==> config.mk <==
export PLATFORM = sky130hd
export DESIGN_NAME = frame_search
export DESIGN_NICKNAME = d
export VERILOG_FILES = /design/src/rtl/frame_search_pkg.sv /design/src/rtl/frame_search_shift.sv /design/src/rtl/frame_search_dwell.sv /design/src/rtl/frame_search.sv
export SDC_FILE = /design/constraint.sdc
export NUM_CORES = 1
export LEC_CHECK = 0
export CORE_UTILIZATION = 63
export DETAILED_ROUTE_END_ITERATION = 8
export DONT_BUFFER_PORTS = 1
export GPL_TIMING_DRIVEN = 0
export MAX_ROUTING_LAYER = met4
export PLACE_DENSITY = 0.9
export SLEW_MARGIN = 15
export SYNTH_ARGS = -nofsm -noshare
export SYNTH_HDL_FRONTEND = slang
export SYNTH_SLANG_ARGS = --single-unit
==> constraint.sdc <==
create_clock -name clk -period 2.5 [get_ports clk]
set_input_delay 0.5 -clock clk [delete_from_list [all_inputs] [get_ports clk]]
set_output_delay 0.5 -clock clk [all_outputs]
set_load 0.05 [all_outputs]
==> src/rtl/frame_search_pkg.sv <==
package frame_search_pkg;
  typedef enum logic [1:0] {
    FS_IDLE = 2'd0,
    FS_HUNT = 2'd1,
    FS_IDF  = 2'd2
  } fs_state_t;

  localparam int unsigned SOF_W   = 8;
  localparam int unsigned DWELL_W = 8;
  localparam int unsigned BT_SHIFT = 3;
endpackage

==> src/rtl/frame_search_shift.sv <==
module frame_search_shift #(
  parameter int unsigned SW = 8
) (
  input  logic          clk,
  input  logic          rst_n,
  input  logic          clr,
  input  logic          shift,
  input  logic          din,
  output logic [SW-1:0] nxt_word,
  output logic [$clog2(SW+1)-1:0] nxt_fill
);
  localparam int unsigned FW = $clog2(SW + 1);
  localparam logic [FW-1:0] FILL_MAX = FW'(SW);

  logic [SW-1:0] word_q;
  logic [FW-1:0] fill_q;

  assign nxt_word = {word_q[SW-2:0], din};
  assign nxt_fill = (fill_q == FILL_MAX) ? fill_q : fill_q + 1'b1;

  always_ff @(posedge clk or negedge rst_n) begin
    if (!rst_n) begin
      word_q <= '0;
      fill_q <= '0;
    end else if (clr) begin
      word_q <= '0;
      fill_q <= '0;
    end else if (shift) begin
      word_q <= nxt_word;
      fill_q <= nxt_fill;
    end
  end
endmodule

==> src/rtl/frame_search_dwell.sv <==
module frame_search_dwell #(
  parameter int unsigned DWW = 8,
  parameter int unsigned BTS = 3
) (
  input  logic           clk,
  input  logic           rst_n,
  input  logic           load,
  input  logic [DWW-1:0] dwell,
  input  logic           tick,
  output logic           expire
);
  localparam int unsigned CW = DWW + BTS;

  logic [CW-1:0] cnt_q;
  logic          armed_q;

  assign expire = tick && armed_q && !load && (cnt_q == CW'(1));

  always_ff @(posedge clk or negedge rst_n) begin
    if (!rst_n) begin
      cnt_q   <= '0;
      armed_q <= 1'b0;
    end else if (load) begin
      cnt_q   <= {dwell, {BTS{1'b0}}};
      armed_q <= (dwell != '0);
    end else if (tick && armed_q) begin
      cnt_q <= cnt_q - 1'b1;
      if (cnt_q == CW'(1)) armed_q <= 1'b0;
    end
  end
endmodule

==> src/rtl/frame_search.sv <==
module frame_search
  import frame_search_pkg::*;
#(
  parameter int unsigned ID_W = 8
) (
  input  logic            clk,
  input  logic            rst_n,
  input  logic            energy_det,
  input  logic            bit_valid,
  output logic            bit_ready,
  input  logic            bit_data,
  input  logic [7:0]      sof_pattern,
  input  logic [ID_W-1:0] own_id,
  input  logic [ID_W-1:0] global_id,
  input  logic [7:0]      dwell_cfg,
  output logic            searching,
  output logic            frame_found,
  output logic            id_match,
  output logic            id_global,
  output logic            search_timeout
);
  localparam int unsigned SW = (ID_W > SOF_W) ? ID_W : SOF_W;
  localparam int unsigned FW = $clog2(SW + 1);
  localparam logic [FW-1:0] SOF_LEN = FW'(SOF_W);
  localparam logic [FW-1:0] ID_LEN  = FW'(ID_W);

  fs_state_t     state_q, state_d;
  logic          acc;
  logic          clr;
  logic [SW-1:0] nxt_word;
  logic [FW-1:0] nxt_fill;
  logic          expire;
  logic          sof_hit, id_done, own_hit, glob_hit;
  logic          ff_d, idm_d, idg_d, to_d;

  assign searching = (state_q != FS_IDLE);
  assign bit_ready = searching;
  assign acc       = bit_valid && searching;

  frame_search_shift #(.SW(SW)) u_shift (
    .clk      (clk),
    .rst_n    (rst_n),
    .clr      (clr),
    .shift    (acc),
    .din      (bit_data),
    .nxt_word (nxt_word),
    .nxt_fill (nxt_fill)
  );

  frame_search_dwell #(.DWW(DWELL_W), .BTS(BT_SHIFT)) u_dwell (
    .clk    (clk),
    .rst_n  (rst_n),
    .load   (energy_det),
    .dwell  (dwell_cfg),
    .tick   (acc),
    .expire (expire)
  );

  assign sof_hit  = acc && (state_q == FS_HUNT) && (nxt_fill >= SOF_LEN) &&
                    (nxt_word[SOF_W-1:0] == sof_pattern);
  assign id_done  = acc && (state_q == FS_IDF) && (nxt_fill == ID_LEN);
  assign own_hit  = id_done && (nxt_word[ID_W-1:0] == own_id);
  assign glob_hit = id_done && !own_hit && (nxt_word[ID_W-1:0] == global_id);

  always_comb begin
    state_d = state_q;
    clr     = 1'b0;
    ff_d    = 1'b0;
    idm_d   = 1'b0;
    idg_d   = 1'b0;
    to_d    = 1'b0;
    if (state_q == FS_IDLE) begin
      if (energy_det) begin
        state_d = FS_HUNT;
        clr     = 1'b1;
      end
    end else if (own_hit || glob_hit) begin
      state_d = FS_IDLE;
      clr     = 1'b1;
      idm_d   = 1'b1;
      idg_d   = glob_hit;
    end else if (expire) begin
      state_d = FS_IDLE;
      clr     = 1'b1;
      to_d    = 1'b1;
    end else if (sof_hit) begin
      state_d = FS_IDF;
      clr     = 1'b1;
      ff_d    = 1'b1;
    end else if (id_done) begin
      state_d = FS_HUNT;
      clr     = 1'b1;
    end
  end

  always_ff @(posedge clk or negedge rst_n) begin
    if (!rst_n) begin
      state_q        <= FS_IDLE;
      frame_found    <= 1'b0;
      id_match       <= 1'b0;
      id_global      <= 1'b0;
      search_timeout <= 1'b0;
    end else begin
      state_q        <= state_d;
      frame_found    <= ff_d;
      id_match       <= idm_d;
      id_global      <= idg_d;
      search_timeout <= to_d;
    end
  end
endmodule

Word level (Yosys, flattened, before mapping)
Cells that the tools add are included.
{"block": "word_totals", "ff_bits": 29, "out_inout_bits": 6, "wordCells": 78}
{"block": "op_classes", "addsub": 2, "magnitude_cmp": 1, "eq_ne": 9, "muxes": 33, "reduce_logical": 24}
{"op": "equality test 8 bit", "count": 3}
{"op": "two-way mux 11 bit", "count": 2}
{"op": "two-way mux 1 bit", "count": 20}
{"op": "two-way mux 7 bit", "count": 2}
{"op": "logical AND 1 bit", "count": 12}
{"op": "two-way mux 2 bit", "count": 6}
{"op": "two-way mux 4 bit", "count": 3}
{"op": "equality test 11 x 1 -> 1 bit, second input constant", "count": 1}
{"op": "subtractor 11 x 1 -> 11 bit, second input constant", "count": 1}
{"op": "equality test 4 bit, second input constant", "count": 2}
{"op": "nonzero test 2 bit", "count": 4}
{"op": "nonzero test 8 bit", "count": 1}
{"op": "nonzero test 5 bit", "count": 1}
{"op": "adder 4 x 1 -> 4 bit, second input constant", "count": 1}
{"op": "greater-or-equal comparator 4 bit, second input constant", "count": 1}
{"op": "AND reduction 2 bit", "count": 2}
{"op": "equality test 2 x 1 -> 1 bit, second input constant", "count": 1}
{"op": "equality test 2 bit, second input constant", "count": 1}
{"op": "zero test 1 bit", "count": 2}
{"op": "zero test 2 bit", "count": 1}
{"op": "inequality test 2 bit, second input constant", "count": 1}
{"op": "logical OR 1 bit", "count": 1}

Longest topological paths before layout
Gate-level depths: netlist (run 1).
{"block": "depth", "ltp_word": 12, "ltp_mapped": 9, "ltp_nobuf": 8}

Cells and area by module
From an unflattened synthesis (run 1), not the netlist that was laid out.
{"block": "unflattened", "hier_cells": 182, "area_unflattened_um2": 1813.0}
{"module": "frame_search_dwell", "instances": 1, "cells_each": 72, "area_per_inst_um2": 695.7}
{"module": "frame_search", "instances": 1, "cells_each": 61, "area_per_inst_um2": 564.3}
{"module": "frame_search_shift", "instances": 1, "cells_each": 49, "area_per_inst_um2": 553.0}

Least setup slack after synthesis (run 1)
OpenSTA, ideal clock, no wires.
{"block": "synth_timing", "kind": "register -> register", "start": "reg state_q[0]", "end": "reg u_shift.fill_q[3]", "t_arrival_ns": 2.023, "required_ns": 2.381, "setup_slack_ns": 0.357, "path_stages_with_launch": 9, "n_path_buf": 2, "synth_period_minus_slack_ns": 2.143, "path_cell_list": "dfrtp_1 > or2_1 > clkbuf_1 > and2_1 > and4_4 > nor2_2 > a31oi_4 > buf_6 > nor2_2"}
{"block": "synth_via", "elab_chain_cells": 12, "elab_cells_between_ends": 25, "cone_classes": "eq/ne: 2; mux: 6; reduce/logical: 17"}
{"item": "start: declaration", "line_no": "frame_search.sv:27", "source": "fs_state_t state_q, state_d;"}
{"item": "start signal: assignment", "line_no": "frame_search.sv:104", "source": "state_q <= state_d;"}
{"item": "nonzero test 2 bit (*)", "line_no": "frame_search.sv:36", "source": "assign searching = (state_q != FS_IDLE);"}
{"item": "net bit_ready", "line_no": "frame_search.sv:10", "source": "output logic bit_ready,"}
{"item": "logical AND 1 bit (*)", "line_no": "frame_search.sv:38", "source": "assign acc = bit_valid && searching;"}
{"item": "logical AND 1 bit (2 in series)", "line_no": "frame_search.sv:61", "source": "assign id_done = acc && (state_q == FS_IDF) && (nxt_fill == ID_LEN);"}
{"item": "logical AND 1 bit", "line_no": "frame_search.sv:62", "source": "assign own_hit = id_done && (nxt_word[ID_W-1:0] == own_id);"}
{"item": "zero test 1 bit", "line_no": "frame_search.sv:63", "source": "assign glob_hit = id_done && !own_hit && (nxt_word[ID_W-1:0] == global_id);"}
{"item": "logical AND 1 bit (2 in series)", "line_no": "frame_search.sv:63"}
{"item": "logical OR 1 bit", "line_no": "frame_search.sv:77", "source": "end else if (own_hit || glob_hit) begin"}
{"item": "two-way mux 1 bit", "line_no": "frame_search.sv:77"}
{"item": "two-way mux 1 bit", "line_no": "frame_search.sv:72", "source": "if (state_q == FS_IDLE) begin"}
{"item": "two-way mux 4 bit / nonzero test 2 bit (equally long branches)"}
{"item": "end signal: assignment", "line_no": "frame_search_shift.sv:30", "source": "fill_q <= nxt_fill;"}
{"item": "end: declaration", "line_no": "frame_search_shift.sv:16", "source": "logic [FW-1:0] fill_q;"}
The timed path passes the listed nets; every way through them passes the cells marked *.
A chain may end at the register's enable or synchronous reset.

Worst setup path in the final report (run 1)
{"block": "layout_timing", "start": "reg u_shift.word_q[3]", "end": "reg u_shift.fill_q[3]"}
{"block": "layout_via", "elab_chain_cells": 9, "elab_cells_between_ends": 15, "cone_classes": "eq/ne: 3; mux: 5; reduce/logical: 7"}
{"item": "start: declaration", "line_no": "frame_search_shift.sv:15", "source": "logic [SW-1:0] word_q;"}
{"item": "start signal: assignment", "line_no": "frame_search_shift.sv:29", "source": "word_q <= nxt_word;"}
{"item": "equality test 8 bit", "line_no": "frame_search.sv:62"}
{"item": "logical AND 1 bit", "line_no": "frame_search.sv:62"}
{"item": "zero test 1 bit", "line_no": "frame_search.sv:63"}
{"item": "logical AND 1 bit (2 in series)", "line_no": "frame_search.sv:63"}
{"item": "logical OR 1 bit", "line_no": "frame_search.sv:77"}
{"item": "two-way mux 1 bit (*)", "line_no": "frame_search.sv:77"}
{"item": "two-way mux 1 bit (*)", "line_no": "frame_search.sv:72"}
{"item": "two-way mux 4 bit / nonzero test 2 bit (equally long branches)"}
Every way passes the cells marked *; elsewhere a longest branch is shown, timed or not.

==> results of run 1 <==
worst max-delay path, delay by kind of cell, from the launching register on:
family	cells	cell delay (ns)
compound gates	1	0.22
xor+xnor	1	0.16
buf+inv	2	0.48
flops	1	0.33
simple gates	4	0.81
timing repair:
item                                    CTS  global route
hold buffers                              2             0
gates resized for setup                   0             3
endpoints found under the setup margin    0            11
hold endpoints to repair                 29             0
synth_stat cells (2+ instances only):
master / number
a21oi_1: 7
xnor2_1: 17
clkbuf_1: 11
o21ai_1: 2
nor2b_1: 3
o21ai_0: 8
nor3_1: 3
nor4_1: 8
xor2_1: 20
a21oi_2: 8
nand4_1: 3
nor2_2: 3
nand2_1: 32
nor2_1: 10
nand3_1: 5
and2_1: 2
dfrtp_1: 29
nor3b_1: 3
ha_1: 4
inv_1: 6
registers in the layout, summed over array words and instances (netlist names):
name and cells:
id_global 1, u_dwell.armed_q 1, id_match 1, u_dwell.cnt_q 11, search_timeout 1, u_shift.word_q 7, frame_found 1, state_q 2
u_shift.fill_q 4
cell type report:
class	instances	area, µm²	area share (%)
clock buffer	6	51.3	2.57
clock inverter	2	37.5	1.88
timing repair buffer	2	30.0	1.51
multi-input combinational	153	1030	51.5
sequential	29	726	36.4
tap	31	38.8	1.95
inverter	6	22.5	1.13
buffer	13	61.3	3.08
through the flow:
step | setup WS (ns) | std cells | total power, mW | instance area [µm²] | util (%)
after floorplan | 0.357 | 201 | 0.967 | 1830 | -
after global placement | 0.126 | 232 | 1.03 | 1870 | 67.9
after detailed placement | 0.0862 | 232 | 1.05 | 1870 | 67.9
after CTS | 0.0700 | 242 | 1.49 | 1990 | 72.2
after global routing | 0.223 | 242 | 1.57 | 1990 | 72.3
final | 0.381 | 242 | 1.50 | 1990 | 72.3
path summary, 6_finish.rpt:
kind                                      to  slack [ns]  cells past startpoint
max                        u_shift.fill_q[3]        0.38                      8
min                         u_dwell.cnt_q[3]        0.28                      2
max reg2reg                u_shift.fill_q[3]        0.38                      8
min reg2reg                 u_dwell.cnt_q[1]        0.53                      2
max in group asynchronous   u_dwell.cnt_q[8]        1.74                      2
min in group asynchronous   u_dwell.cnt_q[0]        0.59                      2
routing by layer:
layer / track usage [%] / vias up / part of all wire (%)
li1: - / 697 / -
met1: 32.1 / 712 / 42
met2: 46.8 / 53 / 50
met3: 6.98 / 13 / 5.2
met4: 13.2 / 0 / 2.8
met5: - / - / 0
layout by cell type (no fill, tap or decap), types with 2 or more instances in the layout:
master / n
a21oi_1: 7
nor2b_1: 3
nor2_2: 3
inv_1: 6
nor2_1: 10
xor2_1: 20
nor3_1: 3
nand3_1: 5
nor3b_1: 3
xnor2_1: 17
o21ai_0: 8
o21ai_1: 2
nand4_1: 3
nor4_1: 8
and2_1: 2
clkbuf_4: 5
nand2_1: 32
dfrtp_1: 29
a21oi_2: 8
clkbuf_1: 10
ha_1: 4
cell families (layout without fill, tap and decap cells):
logic type / after synthesis / count (layout)
XOR/XNOR: 37 / 37
AND/OR/NAND/NOR: 82 / 82
flip-flops: 29 / 29
AO/OA/AOI/OAI: 30 / 30
adder cells (fa/ha/maj): 4 / 4
buffers and inverters: 19 / 29
power groups by stage:
stage / sequential, mW / clock [mW] / combinational [mW]
after floorplan: 0.606 / 0 / 0.360
after global placement: 0.619 / 0 / 0.407
after detailed placement: 0.625 / 0 / 0.429
after CTS: 0.618 / 0.422 / 0.454
after global routing: 0.625 / 0.443 / 0.506
final: 0.621 / 0.420 / 0.455
==> impl_metrics.tcl, run 1 <==
set metrics [dict create \
    synth-edff-count 0 \
    cts_tree "done" \
    root_buffer "clkbuf_4" \
    outcome "finished clean" \
    synth_top_family_by_area "simple AND/OR/NAND/NOR gates" \
    tightest_slew_ns 0.473 \
    start_util_pct 66.5 \
    switching_share_pct 34.8 \
    rsz0062_at_grt "no" \
    crit_path_start "u_shift.word_q[3]" \
    clock_sinks 29 \
    startpoint_type "flip-flop" \
    drv_slew 0 \
    intPower_mw 0.976 \
    syn-instance-count 201 \
    clkTransAtPathRegs_ns 0.10 \
    hold_viol_final 0 \
    fmax_mhz 472 \
    globalRouteOverflowTotal 0 \
    viasPerCell 6.10 \
    powerDensity_nw_per_um2 751 \
    pwr-share-comb_pct 30.4 \
    die_area_um2 3130 \
    ir_drop_mv 0.589 \
    postRouteAntennaNets 0 \
    num_rows 19 \
    area_growth_pct 8.66 \
    worst-setup-path-type "flip-flop to flip-flop" \
    fin_hold_ws_ns 0.276 \
    hold_class "input port to flip-flop" \
    routed_wl_um 3920 \
    firstDrtPassIters 4 \
    cp.required_ns 2.75 \
    synth_fa_ha_area_share_pct 2.73 \
    p_clk_share_pct 28.1 \
    cts_buffers 5 \
    slowest_stage "nor4_2" \
    ys_warn_count 0 \
    insertion_delay_ns 0.35 \
    p_seq_share_pct 41.5 \
    synth-async-reset-ratio_pct 100 \
    critical_path.max_stage_delay_ns 0.48 \
    grt.total_usage_pct 28.2 \
    post-synth-top-area-cell "dfrtp_1" \
    timing.setup.tns_ns 0 \
    slew_headroom_pct 68.4 \
    cp_max_fo 10 \
    grt_max_degree 30 \
    vias 1475 \
    path_cells "clkbuf_1 > xnor2_1 > nand4_1 > nor4_2 > nor2_2 > a31oi_4 > buf_6 > nor2_2" \
    hpwl_um 2800 \
    worst_path_most_repeated_cell "nor2_2" \
    n_fill_cell 217 \
    gp_congestion 0.787 \
    synthMuxAreaShare_pct 0 \
    nets 251 \
    synthFlopType "dfrtp_1" \
    core_area_um2 2760 \
    first_global_vias 1455 \
    worstPathArrival_ns 2.36 \
    synth.top_cell.area_share_pct 39.6 \
    avgSynthCellArea_um2 9.13 \
    port_buffers 0 \
    syn_area_um2 1830 \
    synth_compound_area_share_pct 11.7 \
    skew_ns 0.00713 \
    cap_violations 0 \
    leakage_nw 0.809 \
    max-clock-path-buffers 2 \
    cts_max_level 2 \
    min_from "dwell_cfg[0]" \
    post_drt_wl_per_cell_um 16.2 \
    remaining_drc_errors 0 \
    postCtsSetupBuffers 0 \
    die_w_um 56.0 \
    grt_pass1_wl_um 6370 \
    ys_seq_area_share_pct 39.6 \
    period_minus_slack_ns 2.12 \
    drtIter0Drc 73 \
    p_switching_mw 0.520 \
    n_antenna_cell 0 \
    reg2reg_from "u_shift.word_q[3]" \
    finalSetupViolations 0 \
    synth_xor_area_share_pct 17.7 \
    synth-simple-area-share_pct 23.8 \
    yosys-top-cells-area "dfrtp_1 (40%), xor2_1 (9.5%), xnor2_1 (8.1%)" \
    finalCritPeriodShare_pct 84.7 \
    fp.dieH_um 56.0 \
    layout-drive-gt1-share_pct 14.2 \
    io_pins 43 \
    synth.distinct_cells 37 \
    ys_ff_latch 29 \
    cp-end-kind "flip-flop" \
    synth_nets 242 \
    antenna_found_initial 0 \
]
Power figures use the tool's default switching activity.
==> run 2, diff against run 1 <==
Clock period 2.5 ns to 2.16 ns, I/O delays scaled along.
==> impl_metrics.tcl, run 2 (synthesized netlist as in run 1, its figures left out) <==
set metrics [dict create \
    clock_sinks 29 \
    reg2reg_from "u_dwell.cnt_q[6]" \
    finalCritPeriodShare_pct 102 \
    largest_register "u_dwell.cnt_q" \
    min_from "dwell_cfg[0]" \
    remaining_drc_errors 0 \
    clkTransAtPathRegs_ns 0.10 \
    cts_tree "done" \
    cap_violations 0 \
    place_ws_ns -0.254 \
    rsz0062_at_grt "yes" \
    ir_drop_mv 0.689 \
    num_rows 19 \
    insertion_delay_ns 0.34 \
    grt_pass1_wl_um 6350 \
    root_buffer "clkbuf_4" \
    largest_reg_flops 11 \
    dpl-instance-area_um2 1870 \
    outcome "finished with violations" \
    layout-drive-gt1-share_pct 18.5 \
    n_antenna_cell 0 \
    skew_ns 0.00482 \
    nets 256 \
    first_global_vias 1461 \
    fmax_mhz 456 \
    p_seq_share_pct 40.1 \
    core_area_um2 2760 \
    grt_max_degree 30 \
    final_cell_mix "nand2_1 (31), dfrtp_1 (28), xor2_1 (20)" \
    final_common_cell "nand2_1" \
    io_pins 43 \
    p_clk_share_pct 27.3 \
    hpwl_um 2800 \
    cts_max_level 2 \
    fin_hold_ws_ns 0.204 \
    finalSetupViolations 7 \
    max-clock-path-buffers 2 \
    period_minus_slack_ns 2.19 \
    largestRegisters "u_dwell.cnt_q x11, u_shift.word_q x7, u_shift.fill_q x4" \
    intPower_mw 1.15 \
    tightest_slew_ns 0.460 \
    violations "setup timing" \
    die_w_um 56.0 \
    postRouteAntennaNets 0 \
    vias 1495 \
    hold_class "input port to flip-flop" \
    powerDensity_nw_per_um2 856 \
    switching_share_pct 35.3 \
    routed_wl_um 4210 \
    p_switching_mw 0.631 \
    drv_slew 0 \
    viasPerCell 6.05 \
    start_util_pct 66.5 \
    fp.dieH_um 56.0 \
    fin_area_um2 2090 \
    cp.required_ns 2.40 \
    antenna_found_initial 0 \
    gp_congestion 0.787 \
    cp_max_fo 5 \
    post_drt_wl_per_cell_um 17.1 \
    startpoint_type "flip-flop" \
    globalRouteOverflowTotal 0 \
    placed_cells 232 \
    port_buffers 0 \
    worst-setup-path-type "flip-flop to flip-flop" \
    crit_path_start "u_dwell.cnt_q[6]" \
    cp-end-kind "flip-flop" \
    hold_viol_final 0 \
    fin_cells 247 \
    setup_ws_ns -0.0349 \
    worstPathArrival_ns 2.43 \
    area_growth_pct 13.7 \
    pwr-share-comb_pct 32.6 \
    leakage_nw 0.851 \
    firstDrtPassIters 4 \
    grt.total_usage_pct 28.2 \
    cts_buffers 5 \
    slew_headroom_pct 69.3 \
    drtIter0Drc 56 \
    reg2reg_setup_slack_ns -0.03 \
    die_area_um2 3130 \
]
-- run 2: layout make-up --
class,instances,area (µm²)
timing repair buffer,8,92.6
tap,31,38.8
inverter,6,22.5
buffer,12,61.3
sequential,29,727
multi-input combinational,153,1050
fill,197,672
clock buffer,6,51.3
clock inverter,2,37.5
-- run 2: metal layers --
layer  track usage (%)  vias up  share of wire (%)  wire, µm
met2              46.4       57                 51      2150
met4              14.3        0                2.8       120
li1                  -      702                  -         -
met3              6.98       16                4.8       201
met1              31.7      720                 41      1740
met5                 -        -                  0         0
-- run 2: final timing paths --
kind                                endpoint  cells after the start
hold / removal              u_dwell.cnt_q[3]                      2
setup reg to reg           u_shift.word_q[5]                      7
hold reg to reg             u_dwell.cnt_q[1]                      2
min in group asynchronous   u_dwell.cnt_q[0]                      2
setup / recovery           u_shift.word_q[5]                      7
max in group asynchronous  u_shift.fill_q[1]                      2
-- run 2: repair_timing --
action / CTS / global route
hold buffers: 2 / 0
buffers inserted: 0 / 5
pin swaps: 0 / 3
hold endpoints to repair: 29 / 0
cloned: 0 / 1
resized for setup: 1 / 8
setup endpoints to repair: 12 / 11
-- run 2: power by group through the flow --
| stage | logic, mW | clock network (mW) | registers [mW] |
|---|---|---|---|
| finish | 0.582 | 0.487 | 0.717 |
| CTS | 0.525 | 0.488 | 0.715 |
| global placement | 0.471 | 0 | 0.717 |
| floorplan | 0.417 | 0 | 0.702 |
| detailed placement | 0.496 | 0 | 0.723 |
| global route | 0.644 | 0.513 | 0.722 |
-- run 2: metrics by stage --
stage,power [mW],setup TNS (ns),utilization [%]
2_1_floorplan,1.12,0,-
3_3_place_gp,1.19,-2.07,67.9
3_5_place_dp,1.22,-2.48,67.9
4_1_cts,1.73,0,72.3
5_1_grt,1.88,-0.756,75.6
6_report,1.79,-0.155,75.6
-- run 2: worst max-delay path: stages, from the launching register on --
cell and delay [ns]:
dfrtp_1 0.40, or4_4 0.58, nor4_4 0.25, and4_4 0.30, nor2_4 0.05, a31oi_4 0.27, clkbuf_16 0.21, a21oi_2 0.03
==> run 3, diff against run 2 <==
Settings changed: BUFFER_PORTS_ARGS set to -buffer_cell sky130_fd_sc_hd__buf_2, CORE_UTILIZATION 63 to 53, DONT_BUFFER_PORTS 1 to not set.
==> impl_metrics.tcl, run 3 (synthesized netlist as in run 1, its figures left out) <==
set metrics [dict create \
    total_power_mw 1.65 \
    drtIter0Drc 57 \
    firstDrtPassIters 4 \
    final_common_cell "buf_2" \
    insertion_delay_ns 0.34 \
    vias 1604 \
    gp_congestion 0.870 \
    cts_max_level 2 \
    powerDensity_nw_per_um2 747 \
    hpwl_um 2970 \
    p_switching_mw 0.598 \
    skew_ns 0.0114 \
    pwr-share-comb_pct 36.9 \
    cp.required_ns 2.38 \
    grt_max_degree 30 \
    cap_violations 0 \
    slowest_stage "dfrtp_1" \
    n_antenna_cell 0 \
    area_growth_pct 20.4 \
    worst-setup-path-type "flip-flop to flip-flop" \
    switching_share_pct 36.2 \
    cts_buffers 5 \
    period_minus_slack_ns 2.07 \
    cp-end-kind "flip-flop" \
    core_area_um2 3180 \
    leakage_nw 0.971 \
    final_cell_mix "buf_2 (42), nand2_1 (32), dfrtp_1 (29)" \
    hold_class "input port to asynchronous set/reset pin" \
    layout-drive-gt1-share_pct 28.5 \
    p_seq_share_pct 43.0 \
    nets 294 \
    intPower_mw 1.05 \
    die_area_um2 3700 \
    clkTransAtPathRegs_ns 0.09 \
    fin_hold_ws_ns 0.110 \
    postCtsHoldBufs 0 \
    routed_wl_um 4020 \
    largest_reg_flops 11 \
    cp_max_fo 10 \
    hold_viol_final 0 \
    first_global_vias 1487 \
    remaining_drc_errors 0 \
    largestRegisters "u_dwell.cnt_q x11, u_shift.word_q x7, u_shift.fill_q x4" \
    post_drt_wl_per_cell_um 13.5 \
    slew_headroom_pct 57.7 \
    fin_cells 297 \
    cts_tree "done" \
    num_rows 20 \
    worstPathArrival_ns 2.29 \
    antenna_found_initial 0 \
    postRouteAntennaNets 0 \
    grt_pass1_wl_um 6470 \
    fin_area_um2 2210 \
    use_met1_pct 32.5 \
    finalSetupViolations 0 \
    finalCritPeriodShare_pct 95.8 \
    root_buffer "clkbuf_4" \
    max-clock-path-buffers 2 \
    io_pins 43 \
    met3_usage_pct 7.89 \
    p_clk_share_pct 20.1 \
    die_w_um 60.8 \
    path_cells "inv_1 > ha_1 > nor2_1 > nand4_1 > or2_2 > a31oi_4 > buf_8 > nor2_2" \
    tightest_slew_ns 0.635 \
    post-route-util_pct 69.5 \
    grt.busiest_layer "met2" \
    placed_cells 287 \
    met2_usage_pct 37.4 \
    startpoint_type "flip-flop" \
    viasPerCell 5.40 \
    largest_register "u_dwell.cnt_q" \
    fp.dieH_um 60.8 \
    dpl-instance-area_um2 2100 \
    drv_slew 0 \
    start_util_pct 57.7 \
    critical_path.max_stage_delay_ns 0.42 \
    ir_drop_mv 0.541 \
    clock_sinks 29 \
    fmax_mhz 483 \
    grt.total_usage_pct 25.5 \
    outcome "finished clean" \
    port_buffers 42 \
    globalRouteOverflowTotal 0 \
]
==> run 3: worst paths after layout <==
path                                endpoint  depth (start not counted)  slack (ns)         startpoint
setup / recovery           u_shift.fill_q[0]                          8        0.09  u_shift.fill_q[0]
hold / removal                   frame_found                          1        0.11              rst_n
hold reg to reg             u_dwell.cnt_q[1]                          2        0.56   u_dwell.cnt_q[1]
max in group asynchronous   u_dwell.cnt_q[4]                          1        1.64              rst_n
min in group clk           u_dwell.cnt_q[10]                          3        0.32       dwell_cfg[7]
setup reg to reg           u_shift.fill_q[0]                          8        0.09  u_shift.fill_q[0]
==> run 3: power by group through the flow <==
| stage | combinational, mW | clock, mW | sequential (mW) |
|---|---|---|---|
| global route | 0.673 | 0.365 | 0.725 |
| global placement | 0.528 | 0 | 0.712 |
| floorplan | 0.417 | 0 | 0.702 |
| detailed placement | 0.548 | 0 | 0.719 |
| finish | 0.608 | 0.332 | 0.710 |
| CTS | 0.552 | 0.334 | 0.709 |
==> run 3: cell type report <==
cell class              count  area (µm²)
well taps                  44        55.1
multi-input cells         153        1050
fillers                   255         970
flip-flops and latches     29         726
repair buffers             45         233
clock buffers               7        55.1
inverters                   6        22.5
plain buffers              13        63.8
==> run 3: through the flow <==
stage,setup slack [ns],TNS [ns]
final,0.0901,0
after global routing,-0.0320,-0.234
after CTS,0.0521,0
after detailed placement,0.0654,0
after global placement,0.0733,0
after floorplan,0.0175,0
==> run 3: what timing repair did <==
item                       in CTS  in global routing
gates resized for setup         0                  4
setup endpoints to repair       0                 12
setup buffers                   0                  3
==> run 3: critical path, delay by kind of cell (launching register included) <==
family | cells | cell delay (ns)
fa+ha+maj | 1 | 0.33
flops | 1 | 0.42
simple gates | 4 | 0.71
buf+inv | 2 | 0.28
compound gates | 1 | 0.22
==> run 3: routing by layer <==
metal / up-vias / part of all wire [%]
met5: - / 0
met4: 0 / 3.1
met3: 14 / 6.4
met2: 61 / 48
met1: 752 / 42
li1: 777 / -
